[src/rtl/drq_pkg.sv]
package drq_pkg;
  typedef enum logic {
    XFER_RD = 1'b0,
    XFER_WR = 1'b1
  } xfer_mode_e;

  typedef struct packed {
    logic rd_take;  // read-mode byte arrives from shift side
    logic rd_ack;   // host reads in read mode
    logic wr_load;  // host loads in write mode
    logic wr_take;  // write-mode shift side takes a byte
  } xfer_evt_t;
endpackage

[src/rtl/drq_evt_qual.sv]
module drq_evt_qual
  import drq_pkg::*;
(
  input  logic       start_i,
  input  xfer_mode_e mode_i,
  input  logic       host_rd_i,
  input  logic       host_wr_i,
  input  logic       shift_stb_i,
  output xfer_evt_t  evt_o
);
  logic live;
  assign live = ~start_i;

  always_comb begin
    evt_o.rd_take = live & (mode_i == XFER_RD) & shift_stb_i;
    evt_o.rd_ack  = live & (mode_i == XFER_RD) & host_rd_i;
    evt_o.wr_load = live & (mode_i == XFER_WR) & host_wr_i;
    evt_o.wr_take = live & (mode_i == XFER_WR) & shift_stb_i;
  end
endmodule

[src/rtl/drq_data_reg.sv]
module drq_data_reg
  import drq_pkg::*;
#(
  parameter int unsigned DATA_W = 8
) (
  input  logic              clk_i,
  input  logic              rst_ni,
  input  xfer_evt_t         evt_i,
  input  logic              drq_i,
  input  logic [DATA_W-1:0] shift_rdata_i,
  input  logic [DATA_W-1:0] host_wdata_i,
  output logic [DATA_W-1:0] data_o,
  output logic [DATA_W-1:0] shift_wdata_o
);
  logic [DATA_W-1:0] data_q;

  always_ff @(posedge clk_i or negedge rst_ni) begin
    if (!rst_ni)             data_q <= '0;
    else if (evt_i.rd_take)  data_q <= shift_rdata_i;
    else if (evt_i.wr_load)  data_q <= host_wdata_i;
  end

  // same-cycle host load bypasses the register; stale request means underrun
  always_comb begin
    if (evt_i.wr_load)  shift_wdata_o = host_wdata_i;
    else if (drq_i)     shift_wdata_o = '0;
    else                shift_wdata_o = data_q;
  end

  assign data_o = data_q;
endmodule

[src/rtl/drq_flag_ctl.sv]
module drq_flag_ctl
  import drq_pkg::*;
(
  input  logic      clk_i,
  input  logic      rst_ni,
  input  logic      start_i,
  input  xfer_evt_t evt_i,
  output logic      drq_o,
  output logic      lost_o
);
  logic drq_q, lost_q, drq_d, lost_d;

  // host side first, shift side last
  always_comb begin
    drq_d  = drq_q;
    lost_d = lost_q;
    if (evt_i.rd_ack || evt_i.wr_load) drq_d = 1'b0;
    if (evt_i.rd_take) begin
      if (drq_q && !evt_i.rd_ack) lost_d = 1'b1;
      drq_d = 1'b1;
    end
    if (evt_i.wr_take) begin
      if (drq_q && !evt_i.wr_load) lost_d = 1'b1;
      drq_d = 1'b1;
    end
    if (start_i) begin
      drq_d  = 1'b0;
      lost_d = 1'b0;
    end
  end

  always_ff @(posedge clk_i or negedge rst_ni) begin
    if (!rst_ni) begin
      drq_q  <= 1'b0;
      lost_q <= 1'b0;
    end else begin
      drq_q  <= drq_d;
      lost_q <= lost_d;
    end
  end

  assign drq_o  = drq_q;
  assign lost_o = lost_q;
endmodule

[src/rtl/drq_stat_pack.sv]
module drq_stat_pack #(
  parameter int unsigned STAT_W   = 8,
  parameter int unsigned DRQ_POS  = 1,
  parameter int unsigned LOST_POS = 2
) (
  input  logic              drq_i,
  input  logic              lost_i,
  output logic [STAT_W-1:0] status_o
);
  for (genvar b = 0; b < STAT_W; b++) begin : g_bit
    if (b == DRQ_POS) begin : g_drq
      assign status_o[b] = drq_i;
    end else if (b == LOST_POS) begin : g_lost
      assign status_o[b] = lost_i;
    end else begin : g_zero
      assign status_o[b] = 1'b0;
    end
  end
endmodule

[src/rtl/drq_xfer_ctrl.sv]
module drq_xfer_ctrl
  import drq_pkg::*;
#(
  parameter int unsigned DATA_W   = 8,
  parameter int unsigned STAT_W   = 8,
  parameter int unsigned DRQ_POS  = 1,
  parameter int unsigned LOST_POS = 2
) (
  input  logic              clk_i,
  input  logic              rst_ni,
  input  logic              start_i,
  input  logic              mode_wr_i,
  input  logic              host_rd_i,
  input  logic              host_wr_i,
  input  logic [DATA_W-1:0] host_wdata_i,
  output logic [DATA_W-1:0] host_rdata_o,
  input  logic              shift_stb_i,
  input  logic [DATA_W-1:0] shift_rdata_i,
  output logic [DATA_W-1:0] shift_wdata_o,
  output logic              drq_o,
  output logic              lost_o,
  output logic [STAT_W-1:0] status_o
);
  xfer_evt_t  evt;
  xfer_mode_e mode;
  logic       drq, lost;

  assign mode = xfer_mode_e'(mode_wr_i);

  drq_evt_qual u_qual (
    .start_i    (start_i),
    .mode_i     (mode),
    .host_rd_i  (host_rd_i),
    .host_wr_i  (host_wr_i),
    .shift_stb_i(shift_stb_i),
    .evt_o      (evt)
  );

  drq_flag_ctl u_flags (
    .clk_i  (clk_i),
    .rst_ni (rst_ni),
    .start_i(start_i),
    .evt_i  (evt),
    .drq_o  (drq),
    .lost_o (lost)
  );

  drq_data_reg #(.DATA_W(DATA_W)) u_dreg (
    .clk_i        (clk_i),
    .rst_ni       (rst_ni),
    .evt_i        (evt),
    .drq_i        (drq),
    .shift_rdata_i(shift_rdata_i),
    .host_wdata_i (host_wdata_i),
    .data_o       (host_rdata_o),
    .shift_wdata_o(shift_wdata_o)
  );

  drq_stat_pack #(.STAT_W(STAT_W), .DRQ_POS(DRQ_POS), .LOST_POS(LOST_POS)) u_stat (
    .drq_i   (drq),
    .lost_i  (lost),
    .status_o(status_o)
  );

  assign drq_o  = drq;
  assign lost_o = lost;
endmodule

[config.mk]
export PLATFORM = sky130hd
export DESIGN_NAME = drq_xfer_ctrl
export DESIGN_NICKNAME = d
export VERILOG_FILES = /design/src/rtl/drq_pkg.sv /design/src/rtl/drq_evt_qual.sv /design/src/rtl/drq_data_reg.sv /design/src/rtl/drq_flag_ctl.sv /design/src/rtl/drq_stat_pack.sv /design/src/rtl/drq_xfer_ctrl.sv
export SDC_FILE = /design/constraint.sdc
export NUM_CORES = 1
export LEC_CHECK = 0
export BUFFER_PORTS_ARGS = -buffer_cell sky130_fd_sc_hd__buf_2
export CAP_MARGIN = 20
export CORE_UTILIZATION = 39
export CTS_CLUSTER_DIAMETER = 40
export DETAILED_ROUTE_END_ITERATION = 12
export PLACE_DENSITY_LB_ADDON = 0.1
export SLEW_MARGIN = 20
export SYNTH_ARGS = -nofsm -noshare
export SYNTH_HDL_FRONTEND = slang
export SYNTH_HIERARCHICAL = 1
export SYNTH_SLANG_ARGS = --single-unit
[constraint.sdc]
create_clock -name clk_i -period 1.3 [get_ports clk_i]
set_clock_uncertainty 0.2 [all_clocks]
set_input_delay 0.13 -clock clk_i [delete_from_list [all_inputs] [get_ports clk_i]]
set_output_delay 0.13 -clock clk_i [all_outputs]
set_load 0.01 [all_outputs]
==> metrics.md <==
| Metric | Value |
|---|---|
| Power Dens Cells | `around 920 mW/mm^2` |
| Status | `finished with violations` |
| Synth unique cells | `19` |
| Avg Cell Area, Syn | `around 9.9 um^2` |
| Clock buffer depth | `2` |
| Share of cells above drive strength 1 | `~47%` |
| CTS tree | `yes` |
| Clk pin slew, worst setup/hold paths | `0.07 ns` |
| Gr usage total | `between 10% and 20%` |
| Vias in the first global route | `around 680` |
| Fmax | `675 MHz` |
| Synthesis-stage register bit count | `10` |
| Crit Path Max Fanout | `8` |
| WL final | `~1700 um` |
| First-pass GRT wire length | `between 2000 and 3000 um` |
| Clk_lat worst skew | `around 0.26 ns` |
| HPWL after detailed placement | `around 1000 um` |
| Critical path class | `register to output pin` |
| Number of antenna diodes | `0` |
| Crit path arrival time | `1.15 ns` |
| Hold_ws | `approximately 0.011 ns` |
| Final #Nets | `154` |
| Final hold vios | `0` |
| VDD IR max | `between 500 and 600 uV` |
| Vias post-DR | `between 600 and 700` |
| Post-Place Worst Slack | `-0.0978 ns` |
| Clk sinks | `10` |
| DIE HEIGHT | `roughly 43 um` |
| Final setup margin | `-0.181 ns` |
| Slew Limit Fails | `0` |
| Post-route DRC violation count | `0` |
| RSZ-0062 raised after global routing | `yes` |
| Final std cells w/o fill | `approximately 150` |
| Cells after Synth | `67` |
| CTS buffer count | `3` |
| Placed cell count | `~120` |
| DR vias/cell | `~4.7` |
| Yosys warns | `6` |
| Die area | `0.00188 mm^2` |
| Yosys top cell area share | `between 30% and 40%` |
| Synth Flop Type | `dfrtp_1` |
| # setup viols final | `10` |
| Synth area leaders | `dfrtp_1 (38%), a22o_2 (12%), mux2i_1 (12%)` |
| Pin count of the biggest net entering global routing | `18` |
| Failing checks | `negative setup slack` |
| Tcrit/Tclk final | `114%` |
| PortBufs | `42` |
| CTS H-tree lvls | `1` |
| Die width | `43.3 um` |
| Worst Setup End Kind | `output pin` |
| Initial antenna violation count | `0` |
| Effective utilization at floorplan | `around 43%` |
| Number of cell rows | `14` |
| CP required | `around 0.97 ns` |
| P&R area growth vs syn | `70.3%` |
| Drt pass-1 iters | `4` |
| Antenna-violating nets left | `0` |
| Core Area | `between 0.0015 and 0.002 mm^2` |
| Initial DRC count | `8` |
| Routed length per instance | `11.4 um` |
| Clock root cell | `clkbuf_4` |
| P_leak | `~0.57 nW` |
| Register area share after synthesis | `between 30% and 40%` |
| Biggest area consumer among synthesized cells | `dfrtp_1` |
| EDFF count, synth | `0` |
| Asr flop ratio synth | `100%` |
| # IOs | `a little under 50` |
| Hold Crit Class | `input pin to register` |
| Post-layout min period | `around 1.5 ns` |
| Placer congestion estimate | `0.659` |
| GR Overflow Total | `0` |
| Crit start category | `register` |
| Area of the mapped netlist | `approximately 670 um^2` |
| Max_cap viols | `0` |
-- area by class of cell --
type	count	area (um^2)
sequential	10	250
tap	16	20.0
inverter	1	3.75
fill	138	408
timing repair buffer	65	498
multi-input combinational	50	339
clock buffer	3	22.5
-- cell families (layout without fill, tap and decap cells) --
family,Yosys count,count (layout),synth area share (%)
muxes,8,8,12.0
buffers and inverters,12,69,15.0
other,1,6,0.563
DFF,10,10,37.6
AOI/OAI and AO/OA,19,19,20.7
and+or+nand+nor,17,17,14.1
-- power breakdown --
part	internal, mW	switching, mW
clock network	0.106	0.0968
registers	0.359	0.0329
logic	0.263	0.188
-- what timing repair did --
action                                 4_1_cts  5_1_grt
setup endpoints to repair                    8       10
resized for setup                           10        0
pin swaps                                    9        2
endpoints found under the hold margin       20        0
hold buffers                                17        0
setup buffers                                1        0
-- path summary, 6_finish.rpt --
kind	start	end	slack, ns	cells after the start
worst min-delay path	host_wdata_i[7]	u_dreg/data_o[7]	0.01	3
worst max register to register	u_flags/drq_o	u_flags/drq_o	0.07	4
worst min register to register	u_flags/lost_o	u_flags/lost_o	0.34	2
min in group asynchronous	rst_ni	u_dreg/data_o[7]	0.07	2
worst max-delay path	u_flags/drq_o	shift_wdata_o[2]	-0.18	3
max in group asynchronous	rst_ni	u_dreg/data_o[6]	0.63	2
-- registers in the layout, summed over array words and instances, names as in the netlist --
| signal | cells |
|---|---|
| u_flags/lost_o | 1 |
| u_dreg/data_o | 8 |
| u_flags/drq_o | 1 |
-- routing by layer --
metal | track usage (%) | part of all wire (%) | vias to the layer above
met3 | 2.98 | 4.1 | 2
met5 | 0 | 0 | -
met4 | 6.06 | 0.36 | 0
li1 | - | - | 350
met1 | 21.2 | 40 | 315
met2 | 36.7 | 55 | 20
-- cells in the mapped netlist (2+ instances only) --
cell type	n
and3b_1	2
dfrtp_1	10
nor3b_1	2
nor2b_1	2
mux2i_1	8
o21ai_1	3
nand2_1	8
buf_4	8
a22o_2	8
o21ai_0	6
nor2_1	2
-- per-stage QoR --
step	TNS [ns]	power (mW)	utilization [%]	area [um^2]
2_1_floorplan	0	0.604	-	684
3_3_place_gp	-0.901	0.736	56.7	873
3_5_place_dp	-1.22	0.742	56.7	873
4_1_cts	-1.61	1.06	73.5	1130
5_1_grt	-2.02	1.11	73.5	1130
6_report	-1.52	1.05	73.5	1130
-- placed cells by master (no fill, tap or decap) --
master,n
a211oi_1,1
a21oi_1,1
a22o_2,8
and3b_1,2
buf_12,1
buf_2,33
buf_4,4
buf_6,10
clkbuf_4,3
conb_1,6
dfrtp_1,10
dlygate4sd3_1,17
inv_1,1
mux2i_1,8
nand2_1,8
nor2_1,2
nor2_4,1
nor2b_1,2
nor3b_1,1
nor3b_2,1
o21ai_0,6
o21ai_1,3
-- critical path: stages (launching register included) --
cell	delay [ns]
dfrtp_1	0.41
nor2_4	0.21
a22o_2	0.18
buf_6	0.10
(Power assumes the default switching activity.)
